<file path="config.mk">
export PLATFORM = sky130hd
export DESIGN_NAME = aai_flash_writer
export DESIGN_NICKNAME = d
export VERILOG_FILES = /design/src/rtl/aai_wr_pkg.sv /design/src/rtl/aai_frame_engine.sv /design/src/rtl/aai_sequencer.sv /design/src/rtl/aai_flash_writer.sv
export SDC_FILE = /design/constraint.sdc
export NUM_CORES = 1
export LEC_CHECK = 0
export BUFFER_PORTS_ARGS = -buffer_cell sky130_fd_sc_hd__buf_2
export CAP_MARGIN = 0
export CORE_MARGIN = 2
export CORE_UTILIZATION = 40
export DETAILED_ROUTE_END_ITERATION = 10
export GPL_TIMING_DRIVEN = 1
export PLACE_DENSITY = 0.68
export SLEW_MARGIN = 20
export SYNTH_ARGS = -nofsm -noshare
export SYNTH_HDL_FRONTEND = slang
export SYNTH_SLANG_ARGS = --single-unit
</file>
<file path="constraint.sdc">
create_clock -name clk -period 3 [get_ports clk]
set_input_delay 0 -clock clk [delete_from_list [all_inputs] [get_ports clk]]
set_output_delay 0 -clock clk [all_outputs]
set_load 0.02 [all_outputs]
</file>
<file path="src/rtl/aai_wr_pkg.sv">
package aai_wr_pkg;
  localparam logic [7:0] OP_WREN = 8'h06;
  localparam logic [7:0] OP_WRDI = 8'h04;
  localparam logic [7:0] OP_RDSR = 8'h05;
  localparam logic [7:0] OP_BYTE = 8'h02;
  localparam logic [7:0] OP_WORD = 8'hAD;

  typedef struct packed {
    logic [7:0] op;
    logic       use_addr;
    logic [1:0] ndata;
    logic       poll;
  } frame_cmd_t;

  typedef enum logic [3:0] {
    SQ_IDLE, SQ_POLL0, SQ_WREN, SQ_ODD, SQ_ODD_POLL, SQ_WORD, SQ_WORD_POLL,
    SQ_WRDI, SQ_WRDI_POLL, SQ_TWREN, SQ_TAIL, SQ_TAIL_POLL, SQ_TWRDI
  } seq_state_t;

  typedef enum logic [1:0] {EN_IDLE, EN_SEND, EN_WAIT, EN_GAP} eng_state_t;
endpackage

</file>
<file path="src/rtl/aai_frame_engine.sv">
module aai_frame_engine
  import aai_wr_pkg::*;
#(
  parameter int ADDR_BYTES = 3,
  parameter int LIMIT_W    = 20
) (
  input  logic                    clk,
  input  logic                    rst_n,
  input  logic                    go,
  input  frame_cmd_t              cmd,
  input  logic [8*ADDR_BYTES-1:0] addr,
  input  logic [LIMIT_W-1:0]      limit,
  output logic                    fr_done,
  output logic                    fr_tout,
  output logic                    cs_n,
  output logic                    tx_valid,
  output logic [7:0]              tx_data,
  input  logic                    tx_ready,
  input  logic                    rx_valid,
  input  logic [7:0]              rx_data,
  input  logic                    din_valid,
  input  logic [7:0]              din_data,
  output logic                    din_ready
);
  localparam int ADDR_W = 8 * ADDR_BYTES;
  localparam int IDX_W  = $clog2(ADDR_BYTES + 4);

  eng_state_t        st;
  frame_cmd_t        cq;
  logic [ADDR_W-1:0] aq;
  logic [IDX_W-1:0]  idx;
  logic [LIMIT_W-1:0] pcnt;
  logic              tq;
  logic [IDX_W-1:0]  hdr_len, last_idx;
  logic              is_data;
  logic [ADDR_W-1:0] ash;

  always_comb begin
    hdr_len  = cq.use_addr ? IDX_W'(ADDR_BYTES + 1) : IDX_W'(1);
    last_idx = hdr_len + IDX_W'(cq.ndata) - IDX_W'(1);
    is_data  = !cq.poll && (idx >= hdr_len);
    ash      = aq >> (8 * (ADDR_BYTES - int'(idx)));
    if (idx == '0)        tx_data = cq.op;
    else if (cq.poll)     tx_data = 8'h00;
    else if (!is_data)    tx_data = ash[7:0];
    else                  tx_data = din_data;
  end

  assign tx_valid  = (st == EN_SEND) && (!is_data || din_valid);
  assign din_ready = (st == EN_SEND) && is_data && tx_ready;
  assign cs_n      = !((st == EN_SEND) || (st == EN_WAIT));
  assign fr_done   = (st == EN_GAP);
  assign fr_tout   = (st == EN_GAP) && tq;

  always_ff @(posedge clk or negedge rst_n) begin
    if (!rst_n) begin
      st   <= EN_IDLE;
      cq   <= '0;
      aq   <= '0;
      idx  <= '0;
      pcnt <= '0;
      tq   <= 1'b0;
    end else begin
      if (cq.poll && (st == EN_SEND || st == EN_WAIT) && pcnt != '1)
        pcnt <= pcnt + 1'b1;
      unique case (st)
        EN_IDLE: if (go) begin
          cq   <= cmd;
          aq   <= addr;
          idx  <= '0;
          pcnt <= '0;
          tq   <= 1'b0;
          st   <= EN_SEND;
        end
        EN_SEND: if (tx_valid && tx_ready) st <= EN_WAIT;
        EN_WAIT: if (rx_valid) begin
          if (cq.poll) begin
            if (idx != '0 && !rx_data[0]) st <= EN_GAP;
            else if (idx != '0 && pcnt >= limit) begin
              tq <= 1'b1;
              st <= EN_GAP;
            end else begin
              idx <= IDX_W'(1);
              st  <= EN_SEND;
            end
          end else if (idx == last_idx) st <= EN_GAP;
          else begin
            idx <= idx + 1'b1;
            st  <= EN_SEND;
          end
        end
        default: st <= EN_IDLE;
      endcase
    end
  end
endmodule

</file>
<file path="src/rtl/aai_sequencer.sv">
module aai_sequencer
  import aai_wr_pkg::*;
#(
  parameter int          ADDR_BYTES = 3,
  parameter int          LEN_W      = 24,
  parameter int unsigned DEV_BYTES  = 32'd1048576
) (
  input  logic                    clk,
  input  logic                    rst_n,
  input  logic                    start,
  input  logic [8*ADDR_BYTES-1:0] start_addr,
  input  logic [LEN_W-1:0]        length,
  input  logic                    fr_done,
  input  logic                    fr_tout,
  output logic                    go,
  output frame_cmd_t              cmd,
  output logic [8*ADDR_BYTES-1:0] frame_addr,
  output logic                    busy,
  output logic                    done,
  output logic                    err_range,
  output logic                    err_timeout,
  output logic [LEN_W-1:0]        bytes_done
);
  localparam int ADDR_W = 8 * ADDR_BYTES;
  localparam int SUM_W  = ((ADDR_W > LEN_W) ? ADDR_W : LEN_W) + 1;

  seq_state_t        st;
  logic [ADDR_W-1:0] addr_q;
  logic [LEN_W-1:0]  rem;
  logic              first_q, issued;
  logic [SUM_W-1:0]  span;
  logic              over;
  seq_state_t        mid_next;

  assign span       = SUM_W'(start_addr) + SUM_W'(length);
  assign over       = span > SUM_W'(DEV_BYTES);
  assign mid_next   = (rem >= LEN_W'(2)) ? SQ_WORD : SQ_WRDI;
  assign go         = (st != SQ_IDLE) && !issued;
  assign busy       = (st != SQ_IDLE);
  assign frame_addr = addr_q;

  always_comb begin
    unique case (st)
      SQ_WREN, SQ_TWREN: cmd = '{op: OP_WREN, use_addr: 1'b0, ndata: 2'd0, poll: 1'b0};
      SQ_WRDI, SQ_TWRDI: cmd = '{op: OP_WRDI, use_addr: 1'b0, ndata: 2'd0, poll: 1'b0};
      SQ_ODD, SQ_TAIL:   cmd = '{op: OP_BYTE, use_addr: 1'b1, ndata: 2'd1, poll: 1'b0};
      SQ_WORD:           cmd = '{op: OP_WORD, use_addr: first_q, ndata: 2'd2, poll: 1'b0};
      default:           cmd = '{op: OP_RDSR, use_addr: 1'b0, ndata: 2'd0, poll: 1'b1};
    endcase
  end

  always_ff @(posedge clk or negedge rst_n) begin
    if (!rst_n) begin
      st          <= SQ_IDLE;
      addr_q      <= '0;
      rem         <= '0;
      first_q     <= 1'b0;
      issued      <= 1'b0;
      done        <= 1'b0;
      err_range   <= 1'b0;
      err_timeout <= 1'b0;
      bytes_done  <= '0;
    end else begin
      done <= 1'b0;
      if (st == SQ_IDLE) begin
        if (start) begin
          err_range   <= 1'b0;
          err_timeout <= 1'b0;
          bytes_done  <= '0;
          if (length == '0) done <= 1'b1;
          else if (over) begin
            err_range <= 1'b1;
            done      <= 1'b1;
          end else begin
            addr_q  <= start_addr;
            rem     <= length;
            first_q <= 1'b1;
            issued  <= 1'b0;
            st      <= SQ_POLL0;
          end
        end
      end else begin
        if (go) issued <= 1'b1;
        if (fr_done) begin
          issued <= 1'b0;
          if (fr_tout) begin
            err_timeout <= 1'b1;
            done        <= 1'b1;
            st          <= SQ_IDLE;
          end else begin
            unique case (st)
              SQ_POLL0: st <= SQ_WREN;
              SQ_WREN:  st <= addr_q[0] ? SQ_ODD : mid_next;
              SQ_ODD, SQ_TAIL: begin
                addr_q     <= addr_q + 1'b1;
                rem        <= rem - 1'b1;
                bytes_done <= bytes_done + 1'b1;
                st         <= (st == SQ_ODD) ? SQ_ODD_POLL : SQ_TAIL_POLL;
              end
              SQ_ODD_POLL, SQ_WORD_POLL: st <= mid_next;
              SQ_WORD: begin
                addr_q     <= addr_q + ADDR_W'(2);
                rem        <= rem - LEN_W'(2);
                bytes_done <= bytes_done + LEN_W'(2);
                first_q    <= 1'b0;
                st         <= SQ_WORD_POLL;
              end
              SQ_WRDI:      st <= SQ_WRDI_POLL;
              SQ_WRDI_POLL: begin
                if (rem == LEN_W'(1)) st <= SQ_TWREN;
                else begin
                  done <= 1'b1;
                  st   <= SQ_IDLE;
                end
              end
              SQ_TWREN:     st <= SQ_TAIL;
              SQ_TAIL_POLL: st <= SQ_TWRDI;
              default: begin
                done <= 1'b1;
                st   <= SQ_IDLE;
              end
            endcase
          end
        end
      end
    end
  end
endmodule

</file>
<file path="src/rtl/aai_flash_writer.sv">
module aai_flash_writer
  import aai_wr_pkg::*;
#(
  parameter int          ADDR_BYTES = 3,
  parameter int          LEN_W      = 24,
  parameter int          LIMIT_W    = 20,
  parameter int unsigned DEV_BYTES  = 32'd1048576
) (
  input  logic                    clk,
  input  logic                    rst_n,
  input  logic                    start,
  input  logic [8*ADDR_BYTES-1:0] start_addr,
  input  logic [LEN_W-1:0]        length,
  input  logic [LIMIT_W-1:0]      poll_limit,
  input  logic                    din_valid,
  input  logic [7:0]              din_data,
  output logic                    din_ready,
  output logic                    spi_cs_n,
  output logic                    tx_valid,
  output logic [7:0]              tx_data,
  input  logic                    tx_ready,
  input  logic                    rx_valid,
  input  logic [7:0]              rx_data,
  output logic                    busy,
  output logic                    done,
  output logic                    err_range,
  output logic                    err_timeout,
  output logic [LEN_W-1:0]        bytes_done
);
  logic                    go, fr_done, fr_tout;
  frame_cmd_t              cmd;
  logic [8*ADDR_BYTES-1:0] frame_addr;

  aai_sequencer #(.ADDR_BYTES(ADDR_BYTES), .LEN_W(LEN_W), .DEV_BYTES(DEV_BYTES)) seq_i (
    .clk(clk), .rst_n(rst_n), .start(start), .start_addr(start_addr), .length(length),
    .fr_done(fr_done), .fr_tout(fr_tout), .go(go), .cmd(cmd), .frame_addr(frame_addr),
    .busy(busy), .done(done), .err_range(err_range), .err_timeout(err_timeout),
    .bytes_done(bytes_done)
  );

  aai_frame_engine #(.ADDR_BYTES(ADDR_BYTES), .LIMIT_W(LIMIT_W)) eng_i (
    .clk(clk), .rst_n(rst_n), .go(go), .cmd(cmd), .addr(frame_addr), .limit(poll_limit),
    .fr_done(fr_done), .fr_tout(fr_tout), .cs_n(spi_cs_n), .tx_valid(tx_valid),
    .tx_data(tx_data), .tx_ready(tx_ready), .rx_valid(rx_valid), .rx_data(rx_data),
    .din_valid(din_valid), .din_data(din_data), .din_ready(din_ready)
  );
endmodule

</file>
## After elaboration in Yosys (flattened, before gate mapping)

Cells that the tools add are included.

| cells by class | value |
|---|---|
| add/sub/neg operators | 12 |
| multiply operators | 0 |
| div/mod/pow operators | 0 |
| magnitude comparators | 4 |
| equality and inequality tests | 31 |
| shifts and indexed selects | 1 |
| mux-type cells | 85 |
| bitwise operators | 0 |
| reduce and logical (&&, ||, !) cells | 46 |

Operator list:

| kind | number |
|---|---|
| $mux W24 | 16 |
| $pmux W24 S2 | 3 |
| $mux W20 | 3 |
| $add A24 B1 Y24 const B | 2 |
| $add A24 B2 Y24 const B | 2 |
| $pmux W12 S4 | 1 |
| $mux W4 | 9 |
| $pmux W4 S9 | 1 |
| $shr A24 B32 Y8 | 1 |
| $mux W1 | 30 |
| $add A24 B24 Y25 | 1 |
| $gt A25 B21 Y1 const B | 1 |
| $eq A24 B1 Y1 const B | 1 |
| $ge A24 B2 Y1 const B | 1 |
| $logic_not A24 Y1 | 1 |
| $mux W8 | 3 |
| $reduce_and A6 Y1 | 4 |
| $sub A24 B1 Y24 const B | 1 |
| $sub A24 B2 Y24 const B | 1 |
| $mux W3 | 7 |
| $add A20 B1 Y20 const B | 1 |
| $eq A4 B4 Y1 const B | 5 |
| $ge A20 B20 Y1 | 1 |
| $ne A20 B20 Y1 const B | 1 |
| other kinds (33) | 82 |

| storage, ports and cells | value |
|---|---|
| bits in registers | 143 |
| latch bits | 0 |
| bits in writable memories | 0 |
| memory bits (read-only) | 0 |
| input bits | 90 |
| output and inout port bits | 39 |
| word-level logic and storage cells | 197 |
| memories | 0 |

## Depth between registers and ports, before layout

| logic depth | value |
|---|---|
| word-level depth | 9 |
| depth in mapped cells | 14 |
| depth with buffers taken out | 12 |

## By module

From an unflattened synthesis, not the netlist that was laid out.

| unflattened totals | value |
|---|---|
| cells, all modules | 1,255 |
| area total of the unflattened synthesis | 10,528.8 um^2 |

Modules (own cells, without submodules):

| module | instances | cells each | area an instance (um^2) | seq. area each (um^2) |
|---|---|---|---|---|
| aai_sequencer | 1 | 811 | 6,696.4 | 2,026.9 |
| aai_frame_engine | 1 | 444 | 3,832.4 | 1,551.5 |

## Least setup slack after synthesis

OpenSTA, ideal clock, no wires.

| timing path | value |
|---|---|
| path kind | input port to flip-flop |
| start | input start_addr[0] |
| end | register seq_i.rem[10] |
| setup time | 126 ps |
| arrival time | 3,193 ps |
| data required time | 2,874 ps |
| path slack | -319 ps |
| stages | 12 |
| path buffers | 1 |
| cell sequence | ha_1 fa_1 or2_2 a2111oi_0 o21ai_1 nor4_1 o21ai_0 nor4b_2 a41oi_2 or4_4 buf_6 a311o_1 |

| between the ends | value |
|---|---|
| cells in the longest elaborated chain, start to end | 4 |

RTL lines:

| item | RTL line | RTL |
|---|---|---|
| from (decl) | aai_flash_writer.sv:12 | `input logic [8*ADDR_BYTES-1:0] start_addr,` |
| $add A24 B24 Y25 | aai_sequencer.sv:35 | `assign span = SUM_W'(start_addr) + SUM_W'(length);` |
| $gt A25 B21 Y1 | aai_sequencer.sv:36 | `assign over = span > SUM_W'(DEV_BYTES);` |
| $ne A2 B2 Y1 (no line) | n/a |  |
| $reduce_and A6 Y1 (no line) | n/a |  |
| to (signal assigned) | aai_sequencer.sv:76 | `rem <= length;` |
| to (signal assigned) | aai_sequencer.sv:96 | `rem <= rem - 1'b1;` |
| to (signal assigned) | aai_sequencer.sv:103 | `rem <= rem - LEN_W'(2);` |
| to (decl) | aai_sequencer.sv:29 | `logic [LEN_W-1:0] rem;` |

No other way between the ends.
A chain may end at the register's enable or synchronous reset.

## Final worst setup path

| timing path | value |
|---|---|
| start | input length[0] |
| end | register seq_i.addr_q[14] (netlist: seq_i.frame_addr[14]) |

| between the ends | value |
|---|---|
| cells in the longest elaborated chain, start to end | 4 |

RTL lines:

| item | RTL line | RTL |
|---|---|---|
| from (decl) | aai_flash_writer.sv:13 | `input logic [LEN_W-1:0] length,` |
| $add A24 B24 Y25 | aai_sequencer.sv:35 |  |
| $gt A25 B21 Y1 | aai_sequencer.sv:36 |  |
| $ne A2 B2 Y1 (no line) | n/a |  |
| $reduce_and A6 Y1 (no line) * | n/a |  |
| to (signal assigned) | aai_sequencer.sv:75 | `addr_q <= start_addr;` |
| to (signal assigned) | aai_sequencer.sv:95 | `addr_q <= addr_q + 1'b1;` |
| to (signal assigned) | aai_sequencer.sv:102 | `addr_q <= addr_q + ADDR_W'(2);` |
| to (decl) | aai_sequencer.sv:28 | `logic [ADDR_W-1:0] addr_q;` |

Mark *: on every way between the ends. The rest lies on a longest branch, timed or not.

==> results.toml <==
[placement]
postPlaceCellArea_sq_um = 11870
setup_ws_pre_cts_ps = -443.9
numPlacedInstances = 1756
place.gp.congestion = 0.9040
placement.io_buffers = 121
dp_hpwl_um = 23310

[logic_synthesis]
syn_nets = 1385
synth_fa_ha_area_frac = 0.08253
mappedNetlistArea_sq_um = 9946
post_synth_most_frequent_cells = "182 x sky130_fd_sc_hd__nand2_1, 138 x sky130_fd_sc_hd__dfrtp_1, 108 x sky130_fd_sc_hd__nor2_1"
syn_inst = 1230
postSynth.asyncResetShare = 1.000
yosys_register_bits = 138
yosys.area_share.simple = 0.2551
synth_warnings = 0
synth_xor_area_frac = 0.04843
synth_compound_area_frac = 0.1994
ys_top_cells_by_area = "sky130_fd_sc_hd__dfrtp_1 35%, sky130_fd_sc_hd__ha_1 8.1%, sky130_fd_sc_hd__nand2_1 6.9%"
yosys-mux-area-fraction = 0.02428
ys_dominant_reg_cell = "sky130_fd_sc_hd__dfrtp_1"
synth.most_common_cell = "sky130_fd_sc_hd__nand2_1"
synth_sequential_area_ratio = 0.3472
ys_types = 80
synth.top_cell.area_share = 0.3472
synthDominantAreaCellType = "sky130_fd_sc_hd__dfrtp_1"
synth_top_family_by_area = "simple AND/OR/NAND/NOR gates"
synth-edff-count = 0
synth_area_per_cell_sq_um = 8.086

[finish]
syn_to_final_growth_pct = 30.70
total_area_of_multi_input_combinational_cells_sq_um = 6324
total_non_filler_cell_area_in_the_finished_layout_sq_um = 13000
final_layout_size_suffix_gt1_frac = 0.2441
final_nets = 1633
reg_area_sq_um = 3455
n_antenna_cell = 0
fill_cells = 2306
layoutNonFillerInstCount = 1815

[worst_setup_path]
cp_data_arrival_time_ps = 3210
path_buf_inv = 4
worstPathRequired_ps = 3300
regToRegStartpoint = "seq_i.st[3]"
crit_path_top_delay_cell = "sky130_fd_sc_hd__or4_4"
timing.critical_path.from_type = "primary input"
type_of_destination_of_the_critical_path = "flip-flop"
reg2regPathDepth = 11
r2r_slack_ps = 160
timing.critical_path.depth = 16
critical_path.most_common_cell = "sky130_fd_sc_hd__buf_6"
critical_path.max_fanout = 5
crit_family = "simple AND/OR/NAND/NOR gates"
critical_path.reg2reg.endpoint = "seq_i.frame_addr[22]"
timing.critical_path.cells = "buf_6 -> ha_4 -> fa_2 -> buf_6 -> a211oi_4 -> buf_6 -> nor3_4 -> nor2_2 -> xor2_1 -> nand2_1 -> nor4b_2 -> a41oi_2 -> or4_4 -> buf_6 -> o41ai_4 -> a211oi_2"
critPathMaxStageDelay_ps = 530
crit_end = "seq_i.frame_addr[14]"
cp-startpoint = "length[0]"
critPathKind = "primary input to flip-flop"

[route]
detail-route-antenna-nets = 0
number_of_iterations_in_the_first_detailed_routing_pass = 5
drt_drc_violations_left = 0
drt_first_iter_violations = 801
avgViaCountPerCell = 5.695
vias = 10336
wl_per_cell_um = 17.09
finalWirelength_um = 31020

[power]
leakage_uw = 0.005851
power.density_nw_per_um2 = 790.4
ir_worst_vdd_mv = 0.4161

[floorplan]
rows = 57
pin_count = 129
floorplan.initialDensity = 0.4078
fp.dieH_um = 161.7
fp.coreArea_sq_um = 24390
die_area_sq_um = 26140
dieWidth_um = 161.7

[cts]
clk_root_buffer_cell = "sky130_fd_sc_hd__clkbuf_16"
cts.reportedPaths.clkPinSlew_ps = 60
tritoncts_sinks = 138
cts_tree = "yes"
worstSkewPairLatency_ps = 430
clock_tree_buffer_depth = 2
cts.htree.levels = 4
tritoncts.num_buffers = 17

[sta]
fmaxAchievable_mhz = 343.7
max_slew.worst_pin.slew_ps = 921.7
setup_ws_ps = 90.69
period_share = 0.9698
final_max_slew_viol_count = 0
fin_skew_ps = 8.526
rsz0062_at_grt = "yes"
final_period_minus_worst_setup_slack_ps = 2909
hold_viol_final = 0
setup_viol = 0
timing.slew.headroom = 0.3855

[grt]
gr-total-overflow = 0
grt.total_usage = 0.2346
first_pass_grt_wire_length_um = 49700
grt_max_degree = 69
number_of_antenna_violations_at_the_first_check_in_global_routing = 0
grt_pass1_vias = 9676

[run_status]
status = "finished, final reports clean"

[worst_hold_path]
hp-class = "primary input to flip-flop"

[job]
drv_cap = 0
area by class of cell:
class	count	area share
clock inverters	13	0.01299
well taps	324	0.03119
clock buffers	19	0.03330
multi-input cells	982	0.4865
inverters	46	0.01328
flip-flops and latches	138	0.2658
repair buffers	293	0.1570
timing repair:
action / in CTS / in global routing
resized for setup: 2 / 52
hold endpoints to repair: 86 / 1
hold buffers: 19 / 1
setup endpoints to repair: 2 / 66
pin swaps: 0 / 30
setup buffers: 0 / 7
per-layer routing:
metal	global-route usage	wire length, um	vias to the layer above
li1	-	-	4943
met1	0.3223	13620	4925
met2	0.3811	14510	403
met3	0.04009	2061	65
met4	0.07039	830	0
met5	0	0	-
worst min-delay path by stage:
stage,start,end,slack (ps),depth (start not counted)
2_1_floorplan,rst_n,eng_i.aq[0],-300,0
3_3_place_gp,rst_n,eng_i.pcnt[14],50,1
3_5_place_dp,rst_n,eng_i.pcnt[14],50,1
4_1_cts,start_addr[0],seq_i.frame_addr[0],2,4
5_1_grt,start_addr[1],seq_i.frame_addr[1],30,4
6_report,start_addr[1],seq_i.frame_addr[1],20,4
registers in the layout, indices dropped and copies added (netlist names), 3 cells and up:
signal and flops:
seq_i.frame_addr 24, eng_i.aq 24, eng_i.cq 7, seq_i.st 4, eng_i.idx 3, eng_i.pcnt 20
seq_i.rem 24, seq_i.bytes_done 24
layout by cell type (no fill, tap or decap), types with 18 or more instances in the layout:
cell type                       Yosys  layout
sky130_fd_sc_hd__nand4_1           23      23
sky130_fd_sc_hd__a22oi_1           18      18
sky130_fd_sc_hd__dlygate4sd3_1      0      20
sky130_fd_sc_hd__nor4_1            25      22
sky130_fd_sc_hd__nor2_1           108     102
sky130_fd_sc_hd__nand2_1          182     182
sky130_fd_sc_hd__dfrtp_1          138     137
sky130_fd_sc_hd__ha_1              64      62
sky130_fd_sc_hd__buf_2              5     118
sky130_fd_sc_hd__a21oi_1           88      86
sky130_fd_sc_hd__o21ai_0           93      91
sky130_fd_sc_hd__nor3_1            48      43
sky130_fd_sc_hd__xor2_1            40      39
sky130_fd_sc_hd__o22ai_1           28      28
sky130_fd_sc_hd__inv_1             45      45
sky130_fd_sc_hd__nand3_1           38      36
sky130_fd_sc_hd__buf_4              0     141
metrics by stage:
step           utilization  hold WS (ps)  TNS, ps  power (uW)
2_1_floorplan            -        -295.6        0        6160
3_3_place_gp        0.4867         47.04   -12910        7763
3_5_place_dp        0.4867         53.04   -18710        7882
4_1_cts             0.5197         2.454        0       10110
5_1_grt             0.5329         32.53   -336.4       11010
6_report            0.5329         20.55        0       10270
where the power goes:
part | switching (uW) | internal (uW) | total (uW)
clock | 869 | 1310 | 2180
combinational | 2930 | 2000 | 4930
sequential | 706 | 2460 | 3160
total | 4500 | 5770 | 10300
logic make-up (layout without fill, tap and decap cells):
logic type	count (synthesis)	in the layout
flops	138	138
simple gates	521	521
buf+inv	110	371
mux	23	23
xor+xnor	55	55
compound gates	318	318
fa+ha+maj	65	65
worst reg2reg max path, stage by stage (launching register included):
cell and delay, ps:
sky130_fd_sc_hd__dfrtp_1 420, sky130_fd_sc_hd__nand4bb_4 270, sky130_fd_sc_hd__buf_4 170, sky130_fd_sc_hd__mux2i_1 150, sky130_fd_sc_hd__nor4bb_1 310, sky130_fd_sc_hd__buf_4 180, sky130_fd_sc_hd__and3_1 190, sky130_fd_sc_hd__nand4_1 270
sky130_fd_sc_hd__nor2_2 210, sky130_fd_sc_hd__nand4_1 170, sky130_fd_sc_hd__o22a_1 210, sky130_fd_sc_hd__o22a_1 190
Power figures use the tool's default switching activity.
